--- src/rtl/bcg_pkg.sv ---
package bcg_pkg;
    typedef enum logic [1:0] {
        ST_IDLE  = 2'd0,
        ST_FIXED = 2'd1,
        ST_PAGE  = 2'd2
    } bcg_state_e;

    localparam logic [2:0] LEN_ONE   = 3'd0;
    localparam logic [2:0] LEN_TWO   = 3'd1;
    localparam logic [2:0] LEN_FOUR  = 3'd2;
    localparam logic [2:0] LEN_EIGHT = 3'd3;
    localparam logic [2:0] LEN_PAGE  = 3'd7;
endpackage

--- src/rtl/bcg_len_decode.sv ---
module bcg_len_decode #(
    parameter int COL_W  = 9,
    parameter int BEAT_W = 3
) (
    input  logic [2:0]       len_code,
    input  logic             itl,
    output logic [COL_W-1:0] blk_mask,
    output logic             full_page,
    output logic             bad_cfg
);
    import bcg_pkg::*;

    logic [BEAT_W-1:0] low_mask;

    always_comb begin
        low_mask  = '0;
        full_page = 1'b0;
        bad_cfg   = 1'b0;
        unique case (len_code)
            LEN_ONE, LEN_TWO, LEN_FOUR, LEN_EIGHT:
                low_mask = BEAT_W'((1 << len_code[1:0]) - 1);
            LEN_PAGE: begin
                if (itl) bad_cfg   = 1'b1;
                else     full_page = 1'b1;
            end
            default: bad_cfg = 1'b1;
        endcase
        blk_mask = {{(COL_W-BEAT_W){1'b0}}, low_mask};
    end
endmodule

--- src/rtl/bcg_addr_calc.sv ---
module bcg_addr_calc #(
    parameter int COL_W  = 9,
    parameter int BEAT_W = 3
) (
    input  logic [COL_W-1:0]  base,
    input  logic [BEAT_W-1:0] beat,
    input  logic [COL_W-1:0]  blk_mask,
    input  logic              itl,
    output logic [COL_W-1:0]  col
);
    logic [COL_W-1:0] beat_ext;
    logic [COL_W-1:0] seq_low;
    logic [COL_W-1:0] itl_low;

    always_comb begin
        beat_ext = {{(COL_W-BEAT_W){1'b0}}, beat};
        seq_low  = (base + beat_ext) & blk_mask;
        itl_low  = (base ^ beat_ext) & blk_mask;
        col      = (base & ~blk_mask) | (itl ? itl_low : seq_low);
    end
endmodule

--- src/rtl/burst_col_gen.sv ---
module burst_col_gen #(
    parameter int COL_W   = 9,
    parameter int MAX_LEN = 8,
    localparam int BEAT_W = $clog2(MAX_LEN)
) (
    input  logic             clk,
    input  logic             rst_n,
    input  logic             start,
    input  logic [COL_W-1:0] start_col,
    input  logic [2:0]       len_code,
    input  logic             burst_type,
    input  logic             advance,
    input  logic             terminate,
    output logic [COL_W-1:0] col_out,
    output logic             busy,
    output logic             last,
    output logic             cfg_err
);
    import bcg_pkg::*;

    bcg_state_e        state_q, state_d;
    logic [COL_W-1:0]  base_q, mask_q, col_q;
    logic              itl_q, last_q, err_q;
    logic [BEAT_W-1:0] beat_q, beat_nxt;
    logic [COL_W-1:0]  dec_mask, col_step;
    logic              dec_page, dec_err;

    bcg_len_decode #(.COL_W(COL_W), .BEAT_W(BEAT_W)) u_dec (
        .len_code (len_code),
        .itl      (burst_type),
        .blk_mask (dec_mask),
        .full_page(dec_page),
        .bad_cfg  (dec_err)
    );

    assign beat_nxt = beat_q + 1'b1;

    bcg_addr_calc #(.COL_W(COL_W), .BEAT_W(BEAT_W)) u_calc (
        .base    (base_q),
        .beat    (beat_nxt),
        .blk_mask(mask_q),
        .itl     (itl_q),
        .col     (col_step)
    );

    // next-state logic
    always_comb begin
        state_d = state_q;
        if (start) begin
            state_d = dec_page ? ST_PAGE : ST_FIXED;
        end else begin
            unique case (state_q)
                ST_IDLE:  state_d = ST_IDLE;
                ST_FIXED: if (terminate || (advance && last_q)) state_d = ST_IDLE;
                ST_PAGE:  if (terminate) state_d = ST_IDLE;
                default:  state_d = ST_IDLE;
            endcase
        end
    end

    // state register
    always_ff @(posedge clk or negedge rst_n) begin
        if (!rst_n) state_q <= ST_IDLE;
        else        state_q <= state_d;
    end

    // beat and output registers
    always_ff @(posedge clk or negedge rst_n) begin
        if (!rst_n) begin
            base_q <= '0;
            mask_q <= '0;
            itl_q  <= 1'b0;
            beat_q <= '0;
            col_q  <= '0;
            last_q <= 1'b0;
            err_q  <= 1'b0;
        end else if (start) begin
            base_q <= start_col;
            mask_q <= dec_mask;
            itl_q  <= burst_type;
            beat_q <= '0;
            col_q  <= start_col;
            last_q <= !dec_page && (dec_mask[BEAT_W-1:0] == '0);
            err_q  <= dec_err;
        end else begin
            unique case (state_q)
                ST_IDLE: ;
                ST_FIXED: begin
                    if (terminate || (advance && last_q)) begin
                        last_q <= 1'b0;
                    end else if (advance) begin
                        beat_q <= beat_nxt;
                        col_q  <= col_step;
                        last_q <= (beat_nxt == mask_q[BEAT_W-1:0]);
                    end
                end
                ST_PAGE: begin
                    if (advance && !terminate) col_q <= col_q + 1'b1;
                end
                default: ;
            endcase
        end
    end

    assign col_out = col_q;
    assign busy    = (state_q != ST_IDLE);
    assign last    = last_q;
    assign cfg_err = err_q;
endmodule

--- config.mk ---
export PLATFORM = sky130hd
export DESIGN_NAME = burst_col_gen
export DESIGN_NICKNAME = d
export VERILOG_FILES = /design/src/rtl/bcg_pkg.sv /design/src/rtl/bcg_len_decode.sv /design/src/rtl/bcg_addr_calc.sv /design/src/rtl/burst_col_gen.sv
export SDC_FILE = /design/constraint.sdc
export NUM_CORES = 1
export LEC_CHECK = 0
export CAP_MARGIN = 20
export CORE_MARGIN = 5
export CORE_UTILIZATION = 45
export DETAILED_ROUTE_END_ITERATION = 16
export GPL_TIMING_DRIVEN = 0
export PLACE_DENSITY = 0.77
export SLEW_MARGIN = 20
export SYNTH_ARGS = -nofsm -noshare
export SYNTH_HDL_FRONTEND = slang
export SYNTH_HIERARCHICAL = 1
export SYNTH_SLANG_ARGS = --single-unit
--- constraint.sdc ---
create_clock -name clk -period 6.3 [get_ports clk]
set_input_delay 1.26 -clock clk [delete_from_list [all_inputs] [get_ports clk]]
set_output_delay 1.26 -clock clk [all_outputs]
set_load 0.03 [all_outputs]
=== After elaboration in Yosys (flattened, before gate mapping) ===
Cells that the tools add are included.

* Bits in registers: 29
* Latch bits: 0
* RAM bits: 0
* Memory bits (read-only): 0
* Input port bits: 18
* Output and inout port bits: 12
* Word-level logic and storage cells: 74
* Memories kept: 0

* $add $sub $neg: 4
* Multipliers: 0
* Divide/modulo/power cells: 0
* Order comparisons: 0
* Equality and inequality tests: 13
* Shift operators: 1
* Muxes and demuxes: 24
* Bitwise gates (word level): 6
* Reduce and logical (&&, ||, !) cells: 18

{| class="wikitable"
|+ Operators by type and width
! operator !! count
|-
| 9-bit 2-to-1 mux || 5
|-
| 9-bit by 3-bit bitwise AND with 9-bit output || 2
|-
| 9-bit one-hot mux with 2 select lines || 1
|-
| 3-bit 2-to-1 mux || 5
|-
| 3-bit inequality test (second input constant) || 5
|-
| 9-bit by 1-bit adder with 9-bit output (second input constant) || 1
|-
| 9-bit by 3-bit adder with 9-bit output || 1
|-
| 9-bit bitwise AND || 1
|-
| 3-bit NOT with 9-bit output || 1
|-
| 9-bit bitwise OR || 1
|-
| 9-bit by 3-bit XOR with 9-bit output || 1
|-
| 2-bit 2-to-1 mux || 4
|-
| 1-bit 2-to-1 mux || 7
|-
| 3-bit by 2-bit == test with 1-bit output (second input constant) || 2
|-
| 3-bit zero test || 2
|-
| 2-bit nonzero test || 3
|-
| 3-bit nonzero test || 2
|-
| 2-bit one-hot mux with 2 select lines || 1
|-
| 2-bit AND reduction || 2
|-
| 4-bit AND reduction || 1
|-
| 4-bit OR reduction || 1
|-
| 3-bit by 1-bit adder with 3-bit output (second input constant) || 1
|-
| 3-bit by 1-bit == test with 1-bit output (second input constant) || 1
|-
| 3-bit == test || 1
|-
| other kinds (11) || 14
|}

=== Depth between registers and ports, before layout ===
* Depth after elaboration: 9
* Gate-level depth with buffers: 12

=== By module ===
Netlist, hierarchy kept.

{| class="wikitable"
|+ Modules (own cells, without submodules)
! module !! times used !! cells an instance !! area each (um^2) !! seq. area each (um^2)
|-
| burst_col_gen || 1 || 167 || 1790.5 || 875.8
|-
| bcg_addr_calc || 1 || 37 || 272.8 || 0.0
|-
| bcg_len_decode || 1 || 14 || 92.6 || 0.0
|}

=== Worst setup path before layout ===
OpenSTA, ideal clock, no wires.

* Kind: register to register
* Start: register beat_q[0]
* End: register col_q[7], in the netlist col_out[7]
* Setup time: 122 ps
* Arrival time: 2296 ps
* Data required time: 6178 ps
* Path slack: 3882 ps
* Stages on the path, launching flop included: 9
* Clock period less this slack: 2418 ps
* Cell sequence: dfrtp_1 > ha_1 > ha_1 > a21o_1 > a21o_1 > or3b_1 > xnor2_1 > a221o_1 > a32o_1

* Word-level cells in the longest chain between the ends: 9

{| class="wikitable"
|+ Ends and longest elaborated chain
! what !! line !! RTL
|-
| from (decl) || burst_col_gen.sv:24 || <nowiki>logic [BEAT_W-1:0] beat_q, beat_nxt;</nowiki>
|-
| from (signal assigned) || burst_col_gen.sv:92 || <nowiki>beat_q <= beat_nxt;</nowiki>
|-
| 3-bit by 1-bit adder with 3-bit output || burst_col_gen.sv:36 || <nowiki>assign beat_nxt = beat_q + 1'b1;</nowiki>
|-
| named net beat_nxt[1] || burst_col_gen.sv:24 ||
|-
| 9-bit by 3-bit adder with 9-bit output || bcg_addr_calc.sv:17 || <nowiki>seq_low = (base + beat_ext) & blk_mask;</nowiki>
|-
| 9-bit by 3-bit bitwise AND with 9-bit output || bcg_addr_calc.sv:17 ||
|-
| 9-bit 2-to-1 mux || bcg_addr_calc.sv:19 || <nowiki>col = (base & ~blk_mask) | (itl ? itl_low : seq_low);</nowiki>
|-
| 9-bit bitwise OR || bcg_addr_calc.sv:19 ||
|-
| named net col_step[7] || burst_col_gen.sv:25 || <nowiki>logic [COL_W-1:0] dec_mask, col_step;</nowiki>
|-
| 9-bit 2-to-1 mux || burst_col_gen.sv:91 || <nowiki>end else if (advance) begin</nowiki>
|-
| 9-bit 2-to-1 mux || burst_col_gen.sv:89 || <nowiki>if (terminate || (advance && last_q)) begin</nowiki>
|-
| 9-bit one-hot mux with 2 select lines || burst_col_gen.sv:86 || <nowiki>unique case (state_q)</nowiki>
|-
| 9-bit 2-to-1 mux || burst_col_gen.sv:77 || <nowiki>end else if (start) begin</nowiki>
|-
| to (signal assigned) || burst_col_gen.sv:82 || <nowiki>col_q <= start_col;</nowiki>
|-
| to (signal assigned) || burst_col_gen.sv:93 || <nowiki>col_q <= col_step;</nowiki>
|-
| to (signal assigned) || burst_col_gen.sv:98 || <nowiki>if (advance && !terminate) col_q <= col_q + 1'b1;</nowiki>
|-
| to (decl) || burst_col_gen.sv:22 || <nowiki>logic [COL_W-1:0] base_q, mask_q, col_q;</nowiki>
|}

The timed path passes the listed nets, and every way through them passes these cells. The select of a mux whose other input is x is not followed.
A chain may end at the register's enable or synchronous reset.

=== Worst setup path after layout ===
* Start: register state_q[1]
* End: output busy

* Word-level cells in the longest chain between the ends: 1

{| class="wikitable"
|+ Ends and longest elaborated chain
! what !! line !! RTL
|-
| from (decl) || burst_col_gen.sv:21 || <nowiki>bcg_state_e state_q, state_d;</nowiki>
|-
| from (signal assigned) || burst_col_gen.sv:64 || <nowiki>else state_q <= state_d;</nowiki>
|-
| 2-bit nonzero test || burst_col_gen.sv:106 || <nowiki>assign busy = (state_q != ST_IDLE);</nowiki>
|-
| to (decl) || burst_col_gen.sv:15 || <nowiki>output logic busy,</nowiki>
|}

Every way passes these cells.

==> results.md <==
- Die H: 79.2 um
- Total Routed Length: 4.74 mm
- Synthesis-stage register bit count: 35
- Nets: 284
- IO Port Bufs: 29
- CTS tree: yes
- Initial antenna violation count: 0
- Pint: 0.000398 W
- Max Root-Sink Buffers: 2
- Drt first-iter violations: 55
- Post-Route Utilization: 56.0%
- RSZ-0062 raised after global routing: false
- Later-pin clock latency in the skew report: 290 ps
- Maximum number of pins on one net before global-route repair: 25
- Final setup viols: 0
- Core area: 4690 sq um
- Area Overhead vs Synth: 21.9%
- CTS resizes: 0
- Num Clock Sinks: 35
- Worst clock skew: 7.43 ps
- Crit-path slowest cell: clkdlybuf4s50_1
- Worst path cell trace: or2_2 -> clkdlybuf4s50_1
- Sequential-to-total area share from yosys stat: 40.6%
- Number of flops mapped to enable cells by yosys: 0
- Die area: 6280 sq um
- Io pins: 30
- Share of total power in sequential cells: 47.2%
- Sw Share: 31.1%
- Placement Setup Slack: 3240 ps
- Routed len/inst: 15.1 um
- Vias after detailed routing: 1706
- Setup TNS: 0 ps
- GRT Total Usage: 17.4%
- Fin. Hold Viols: 0
- Hold WC Path Type: reg2reg
- CP Capture Type: primary output
- Clock period minus worst slack: 2880 ps
- Cell at the root of the clock tree: clkbuf_8
- Cts bufs inserted: 5
- Switching power: 0.000180 W
- Post-synth ARST share: 100%
- Max VDD drop: 0.0839 mV
- # fillers: 427
- Row count: 25
- Total power divided by cell area: 220 nW/um^2
- Leakage power: 1.14 nW
- Mapped Area: 2160 sq um
- Combinational power share: 26.6%
- Congestion Overflow GR: 0
- Fmax: 0.348 GHz
- Max-Cap Viols: 0
- ANT cells: 0
- Max incr delay on CP: 590 ps
- WS Path Type: reg2out
- CTS clk-pin slew, worst paths: 70 ps
- Vias per cell: 5.45
- Synthesis Warnings: 6
- CTS H-tree lvls: 2
- First-pass GRT wire length: 8.60 mm
- Post-Synthesis Cells: 218
- Period utilization: 45.6%
- Power, Total: 0.000578 W
- Post-DP HPWL: 3.64 mm
- Initial Utilization: 45.9%
- Avg Cell Area, Syn: 9.89 sq um
- Crit path required time: 5040 ps
- Drt first pass iters: 4
- Crit path DAT: 1620 ps
- Crit path max fanout: 6
- DRC viols: 0
- Cell variety after synth: 61
- Slew Viols, Final: 0
- Die X: 79.2 um
- Clock network fraction of design power: 26.2%
- CTS hold repair buffers: 0
- Vias in the first global route: 1837
- Main synth FF type: dfrtp_1
- Postcts setup bufs: 0
- Critical path startpoint category: register
- Share of layout cells above drive strength 1: 18.1%
- ANT nets after route: 0
- RD Place Congestion: 0.865
- Status: completed
- Setup WS post-layout: 3420 ps
-- final cells by class --
type	count	area, sq um	share of cell area [%]
Tap cell	54	67.6	2.57
Timing Repair Buffer	30	313	11.9
Clock buffer	6	72.6	2.76
Buffer	16	98.8	3.76
Sequential cell	35	876	33.3
Multi-Input combinational cell	158	1150	43.7
Inverter	14	52.6	2.00
-- critical path, delay by kind of cell, from the launching register on --
kind | cells | cell delay [ps]
flip-flops | 1 | 430
buffers and inverters | 1 | 590
AND/OR/NAND/NOR | 1 | 300
-- power groups by stage --
stage	logic (W)	clock network [W]	registers, W
floorplan	0.0000795	0	0.000291
global placement	0.000149	0	0.000276
detailed placement	0.000154	0	0.000277
CTS	0.000155	0.000153	0.000273
global route	0.000168	0.000166	0.000279
finish	0.000154	0.000151	0.000273
-- worst paths after layout --
check,start,slack [ps],endpoint,cells past startpoint
worst max-delay path,state_q[1],3420,busy,2
worst min-delay path,cfg_err,510,cfg_err,1
worst max register to register,beat_q[0],3700,col_out[7],8
worst min register to register,cfg_err,510,cfg_err,1
max in group asynchronous,rst_n,5010,mask_q[1],2
min in group asynchronous,rst_n,860,mask_q[7],1
-- logic make-up after synthesis --
kind of cell / after synthesis / synth area share (%)
AND/OR/NAND/NOR: 67 / 17.4
adder cells (fa/ha/maj): 6 / 3.83
multiplexers: 20 / 10.4
AO/OA/AOI/OAI: 45 / 14.8
flip-flops: 35 / 40.6
XOR/XNOR: 14 / 5.69
other: 1 / 0.174
buffers and inverters: 30 / 7.02
-- metal layers --
| metal | share of wire [%] | track usage [%] |
|---|---|---|
| met4 | 1.5 | 6.87 |
| met1 | 45 | 22.0 |
| met5 | 0 | 0 |
| met2 | 49 | 28.6 |
| met3 | 4.4 | 3.97 |
-- synth_stat cells, drive strengths merged, types with 5 or more instances --
cell type	instances	area (sq um)
nor2	19	71.3
nor3	7	40.0
ha	5	62.6
o21ai	10	50.0
buf	12	83.8
xor2	5	43.8
nand2	13	51.3
mux2	17	195
inv	14	52.6
a21oi	6	41.3
dfrtp	35	876
xnor2	9	78.8
-- metrics by stage --
step | area, sq um | instances | hold WS (ps)
final | 2630 | 313 | 513
after global routing | 2630 | 313 | 542
after CTS | 2630 | 313 | 520
after detailed placement | 2550 | 307 | 501
after global placement | 2530 | 306 | 489
after floorplan | 2170 | 223 | 472
-- flip-flops by register name, summed over array words and instances, names as in the netlist --
name / count
base_q: 9
beat_q: 3
cfg_err: 1
col_out: 9
itl_q: 1
last: 1
mask_q: 9
state_q: 2
-- placed cells by master (no fill, tap or decap), types with 3 or more instances in the layout --
| cell | synthesis | routed |
|---|---|---|
| nand2_1 | 12 | 12 |
| conb_1 | 1 | 6 |
| xnor2_1 | 9 | 9 |
| clkbuf_1 | 4 | 5 |
| o22ai_1 | 4 | 4 |
| a21o_1 | 3 | 3 |
| buf_2 | 4 | 5 |
| clkbuf_8 | 0 | 5 |
| a21oi_1 | 5 | 5 |
| nor3_1 | 6 | 6 |
| inv_1 | 14 | 14 |
| xor2_1 | 5 | 5 |
| nand4_1 | 3 | 3 |
| mux2_2 | 16 | 16 |
| nand3_1 | 3 | 3 |
| dfrtp_1 | 35 | 35 |
| buf_4 | 7 | 7 |
| clkdlybuf4s50_1 | 0 | 28 |
| mux2i_1 | 3 | 3 |
| o21ai_0 | 9 | 9 |
| ha_1 | 5 | 5 |
| nor2_1 | 19 | 19 |
Note: power is estimated with default switching activity, not from simulation.
